`src/rtl/buck_seq_pkg.sv`:
```
package buck_seq_pkg;

  typedef enum logic [2:0] {
    ST_SHUT    = 3'd0,
    ST_HI_WAIT = 3'd1,
    ST_HI_ON   = 3'd2,
    ST_LO_WAIT = 3'd3,
    ST_LO_ON   = 3'd4,
    ST_DE_OFF  = 3'd5
  } seqState_t;

  // Datapath to control: conditioned inputs and timer results
  typedef struct packed {
    logic isMid;
    logic midTrip;
    logic effHigh;
    logic hiGateLow;
    logic loGateLow;
    logic zeroCur;
    logic loMinDone;
  } seqStrobe_t;

  // Control to datapath
  typedef struct packed {
    logic loRun;
  } seqCmd_t;

  function automatic int nsToCycles(int ns, int periodNs);
    int c;
    c = (ns + periodNs - 1) / periodNs;
    return (c < 1) ? 1 : c;
  endfunction

endpackage

```
`src/rtl/buck_seq_datapath.sv`:
```
module buck_seq_datapath
  import buck_seq_pkg::*;
#(
  parameter int MID_DWELL_CYC = 9,
  parameter int LO_MIN_CYC    = 20,
  parameter int SYNC_STAGES   = 2
) (
  input  logic       clk,
  input  logic       rstN,
  input  logic [1:0] pwmCmd,
  input  logic       hiGateLowRaw,
  input  logic       loGateLowRaw,
  input  logic       zeroCurRaw,
  input  seqCmd_t    cmd,
  output seqStrobe_t strobe
);
  localparam int NUM_FLAGS = 3;
  localparam int MID_W = $clog2(MID_DWELL_CYC + 1);
  localparam int LO_W  = $clog2(LO_MIN_CYC + 1);
  localparam logic [MID_W-1:0] MID_LAST = MID_W'(MID_DWELL_CYC - 1);
  localparam logic [LO_W-1:0]  LO_LAST  = LO_W'(LO_MIN_CYC - 1);

  logic [NUM_FLAGS-1:0] rawFlags;
  logic [NUM_FLAGS-1:0] syncFlags;
  logic [MID_W-1:0]     midCnt;
  logic [LO_W-1:0]      loCnt;
  logic                 heldHigh;
  logic                 isMid;

  assign rawFlags = {zeroCurRaw, loGateLowRaw, hiGateLowRaw};
  assign isMid    = pwmCmd[1];

  for (genvar i = 0; i < NUM_FLAGS; i++) begin : g_sync
    logic [SYNC_STAGES-1:0] chain;
    always_ff @(posedge clk) begin
      if (!rstN) chain <= '0;
      else       chain <= {chain[SYNC_STAGES-2:0], rawFlags[i]};
    end
    assign syncFlags[i] = chain[SYNC_STAGES-1];
  end

  always_ff @(posedge clk) begin
    if (!rstN) begin
      midCnt   <= '0;
      heldHigh <= 1'b0;
      loCnt    <= '0;
    end else begin
      if (!isMid) begin
        midCnt   <= '0;
        heldHigh <= pwmCmd[0];
      end else if (midCnt != MID_LAST) begin
        midCnt <= midCnt + MID_W'(1);
      end
      if (!cmd.loRun)           loCnt <= '0;
      else if (loCnt != LO_LAST) loCnt <= loCnt + LO_W'(1);
    end
  end

  always_comb begin
    strobe.isMid     = isMid;
    strobe.midTrip   = isMid && (midCnt == MID_LAST);
    strobe.effHigh   = isMid ? heldHigh : pwmCmd[0];
    strobe.hiGateLow = syncFlags[0];
    strobe.loGateLow = syncFlags[1];
    strobe.zeroCur   = syncFlags[2];
    strobe.loMinDone = (loCnt == LO_LAST);
  end

endmodule

```
`src/rtl/buck_seq_control.sv`:
```
module buck_seq_control
  import buck_seq_pkg::*;
(
  input  logic       clk,
  input  logic       rstN,
  input  logic       modeFccm,
  input  seqStrobe_t strobe,
  output seqCmd_t    cmd,
  output logic       hiEn,
  output logic       loEn
);
  seqState_t state, nextState;

  always_comb begin
    nextState = state;
    if (strobe.midTrip) begin
      nextState = ST_SHUT;
    end else begin
      case (state)
        ST_SHUT:
          if (!strobe.isMid) nextState = strobe.effHigh ? ST_HI_WAIT : ST_LO_WAIT;
        ST_HI_WAIT:
          if (!strobe.effHigh)       nextState = ST_LO_WAIT;
          else if (strobe.loGateLow) nextState = ST_HI_ON;
        ST_HI_ON:
          if (!strobe.effHigh) nextState = ST_LO_WAIT;
        ST_LO_WAIT:
          if (strobe.effHigh)        nextState = ST_HI_WAIT;
          else if (strobe.hiGateLow) nextState = ST_LO_ON;
        ST_LO_ON:
          if (strobe.effHigh) nextState = ST_HI_WAIT;
          else if (!modeFccm && strobe.zeroCur && strobe.loMinDone) nextState = ST_DE_OFF;
        ST_DE_OFF:
          if (strobe.effHigh) nextState = ST_HI_WAIT;
        default: nextState = ST_SHUT;
      endcase
    end
  end

  always_ff @(posedge clk) begin
    if (!rstN) state <= ST_SHUT;
    else       state <= nextState;
  end

  assign hiEn      = (state == ST_HI_ON);
  assign loEn      = (state == ST_LO_ON);
  assign cmd.loRun = (state == ST_LO_ON);

endmodule

```
`src/rtl/buck_gate_sequencer.sv`:
```
module buck_gate_sequencer
  import buck_seq_pkg::*;
#(
  parameter int CLK_PERIOD_NS = 20,
  parameter int MID_DWELL_NS  = 175,
  parameter int LO_MIN_NS     = 400,
  parameter int SYNC_STAGES   = 2
) (
  input  logic       clk,
  input  logic       rstN,
  input  logic [1:0] pwmCmd,
  input  logic       modeFccm,
  input  logic       zeroCurFlag,
  input  logic       hiGateLowFlag,
  input  logic       loGateLowFlag,
  output logic       hiEn,
  output logic       loEn
);
  localparam int MID_DWELL_CYC = nsToCycles(MID_DWELL_NS, CLK_PERIOD_NS);
  localparam int LO_MIN_CYC    = nsToCycles(LO_MIN_NS, CLK_PERIOD_NS);

  seqStrobe_t strobe;
  seqCmd_t    cmd;

  buck_seq_datapath #(
    .MID_DWELL_CYC(MID_DWELL_CYC),
    .LO_MIN_CYC   (LO_MIN_CYC),
    .SYNC_STAGES  (SYNC_STAGES)
  ) u_dp (
    .clk         (clk),
    .rstN        (rstN),
    .pwmCmd      (pwmCmd),
    .hiGateLowRaw(hiGateLowFlag),
    .loGateLowRaw(loGateLowFlag),
    .zeroCurRaw  (zeroCurFlag),
    .cmd         (cmd),
    .strobe      (strobe)
  );

  buck_seq_control u_ctl (
    .clk     (clk),
    .rstN    (rstN),
    .modeFccm(modeFccm),
    .strobe  (strobe),
    .cmd     (cmd),
    .hiEn    (hiEn),
    .loEn    (loEn)
  );

endmodule

```
`config.mk`:
```
export PLATFORM = sky130hd
export DESIGN_NAME = buck_gate_sequencer
export DESIGN_NICKNAME = d
export VERILOG_FILES = /design/src/rtl/buck_seq_pkg.sv /design/src/rtl/buck_seq_datapath.sv /design/src/rtl/buck_seq_control.sv /design/src/rtl/buck_gate_sequencer.sv
export SDC_FILE = /design/constraint.sdc
export NUM_CORES = 1
export LEC_CHECK = 0
export BUFFER_PORTS_ARGS = -buffer_cell sky130_fd_sc_hd__buf_2
export CAP_MARGIN = 10
export CORE_MARGIN = 4
export CORE_UTILIZATION = 54
export CTS_CLUSTER_DIAMETER = 150
export CTS_CLUSTER_SIZE = 20
export DETAILED_ROUTE_END_ITERATION = 10
export PLACE_DENSITY = 0.78
export RECOVER_POWER = 100
export SYNTH_ARGS = -nofsm -noshare
export SYNTH_HDL_FRONTEND = slang
export SYNTH_HIERARCHICAL = 1
export SYNTH_SLANG_ARGS = --single-unit
```
`constraint.sdc`:
```
create_clock -name clk -period 1.9 [get_ports clk]
set_input_delay 0 -clock clk [delete_from_list [all_inputs] [get_ports clk]]
set_output_delay 0 -clock clk [all_outputs]
set_load 0.02 [all_outputs]
```
==> metrics.cfg <==
[placed_design]
placed_area_sq_um = 873
gp_congestion = 0.766
hpwl_um = 960
portBuffers = 9

[yosys]
async_flop_share = 0
synth_fp_nets = 100
synth_cells = 89
synth_flop_cell = dfxtp_1
ys_ff_latch = 19
ys_types = 29
yosysWarningCount = 6
ys_seq_area_frac = 0.441
syn_area_per_cell_sq_um = 9.69
synthesis.area_sq_um = 862
synth_edf_count = 0

[sta]
final-setup-viol-count = 0
setup_tns_ns = 0
clock.fmax_mhz = 630
drv_slew = 0
worstMarginPinSlew_ns = 0.274
timing.final.crit_period_ns = 1.59
finalHoldViolCount = 0
grt_setup_unrepaired = no
finalCritPeriodShare = 0.836
slew_headroom = 0.817
timing.clock.skew_ns = 0.00479

[floorplan]
start_util = 0.572
fp.dieArea_sq_mm = 0.00230
ios = 10
die_w_um = 48.0
num_rows = 14
core_sq_mm = 0.00151
die_y_um = 48.0

[grt]
grt_overflow = 0
grt_pass1_vias = 511
grt_pass1_wl_mm = 2.06
grt_max_degree = 12
antenna_found_initial = 0
grt.total_usage = 0.131

[finish]
fin_nets = 110
ff_latch_area_sq_um = 380
diodes = 0
multi_input_area_sq_um = 413
layout-drive-gt1-share = 0.143
fillers = 130
area_growth_pct = 7.69
final_area_sq_um = 928

[pwr]
clkPwrFrac = 0.290
p_leak_nw = 0.380
p_per_area_mw_per_mm2 = 741
ir_drop_uv = 502
power_frac_comb = 0.088
power_frac_seq = 0.622
p_sw_w = 0.000164
p_int_w = 0.000524
swShare = 0.239

[clock_network]
cts_sinks = 19
clk_path_buf_depth = 2
cts_made_buffers = 3
cts.clk_slew.worst_paths_ns = 0.11
h-tree-depth = 1
clk_latency_ns = 0.29
cts_tree = built
post-cts-setup-buffer-count = 0
ctsRootBufferMaster = clkbuf_4

[setup_path]
cp.arrival_ns = 1.79
end_kind = flop
worstSetupStartpointType = flop
path_class = reg2reg
required_ns = 2.10
critPathMaxFanout = 5

[hold_path]
min_path_type = in2reg

[flow_run]
maxCapViolCount = 0

[detailed_routing]
drc = 0
post_drt_via_cell_ratio = 5.24
firstDrtPassIters = 2
post_drt_wl_per_cell_um = 11.7
wl_mm = 1.34
drt-initial-drc-count = 2
ant_nets = 0
route.vias.total = 597

[status]
status = finished, final reports clean

==> state kept, by name, summed over array words and instances (netlist names) <==
signal,count
u_dp/loCnt,5
u_dp/heldHigh,1
u_dp/g_sync.chain,6
u_ctl/state,3
u_dp/midCnt,4
==> cells in the final DEF, fill, tap and decap left out, types with 4 or more instances in the layout <==
cell,n
nor2_1,8
nor3_1,5
inv_1,4
nand3_1,5
dfxtp_1,19
and2_1,6
buf_2,7
xor2_1,4
==> timing repair <==
item                                   CTS  global route
resized for setup                        0             0
endpoints found under the hold margin    3             0
hold buffers                             3             0
==> per-layer routing <==
| layer | up-vias | GRT usage | routed length [um] |
|---|---|---|---|
| met3 | 0 | 0.0451 | 53 |
| met5 | - | 0 | 0 |
| met1 | 274 | 0.178 | 695 |
| li1 | 314 | - | - |
| met2 | 9 | 0.182 | 587 |
| met4 | 0 | 0.0645 | 0 |
==> worst max-delay path: stages (launching register included) <==
cell and delay [ns]:
dfxtp_1 0.35, ha_1 0.24, and4bb_1 0.27, and3b_1 0.20, o31a_1 0.22, o2111a_1 0.22
==> final timing paths <==
kind	start	endpoint	slack, ns	cells after the start
max	u_dp/loCnt[0]$_SDFFE_PN0P_	u_ctl/state[0]$_SDFFE_PP0P_	0.31	5
min	rstN	u_dp/g_sync[2].chain[0]$_SDFF_PN0_	0.03	2
max reg2reg	u_dp/loCnt[0]$_SDFFE_PN0P_	u_ctl/state[0]$_SDFFE_PP0P_	0.31	5
min reg2reg	u_dp/g_sync[0].chain[0]$_SDFF_PN0_	u_dp/g_sync[0].chain[1]$_SDFF_PN0_	0.45	1
==> area by class of cell <==
type                    count  area share
well taps                  16      0.0216
multi-input cells          59       0.445
clock inverters             1     0.00539
repair buffers             12      0.0782
clock buffers               3      0.0243
flip-flops and latches     19       0.410
inverters                   4      0.0162
==> through the flow <==
step                      utilization  hold WS (ns)  worst slack, ns  power, W  instances
final                           0.616        0.0348            0.312  0.000688        114
after global routing            0.616        0.0346            0.254  0.000720        114
after CTS                       0.618        0.0220            0.304  0.000702        114
after detailed placement        0.580         0.210            0.311  0.000494        107
after global placement          0.580         0.207            0.354  0.000491        107
after floorplan                     -         0.122            0.335  0.000479         89
==> kinds of logic after synthesis <==
group / share of synthesized area
adder cells (fa/ha/maj): 0.0435
multiplexers: 0.0493
buffers and inverters: 0.0798
XOR/XNOR: 0.0610
flip-flops: 0.441
AO/OA/AOI/OAI: 0.0595
AND/OR/NAND/NOR: 0.266
==> synthesized netlist by cell type (2+ instances only) <==
library cell | number | area share
dfxtp_1 | 19 | 0.44
nor2_1 | 8 | 0.035
and2_1 | 7 | 0.051
buf_4 | 5 | 0.044
nand3_1 | 5 | 0.029
nor3_1 | 5 | 0.029
xor2_1 | 4 | 0.041
ha_1 | 3 | 0.044
inv_1 | 3 | 0.013
nand2_1 | 3 | 0.013
nand2b_1 | 3 | 0.022
nor2b_1 | 3 | 0.022
mux2_2 | 2 | 0.026
mux2i_1 | 2 | 0.023
nand3b_1 | 2 | 0.017
xnor2_1 | 2 | 0.020
==> power by group through the flow <==
stage	combinational (W)	sequential, W	clock (W)
after floorplan	0.0000505	0.000429	0
after global placement	0.0000551	0.000436	0
after detailed placement	0.0000570	0.000437	0
after CTS	0.0000621	0.000427	0.000212
after global routing	0.0000685	0.000430	0.000221
final	0.0000606	0.000428	0.000200
Note: power is estimated with default switching activity, not from simulation.
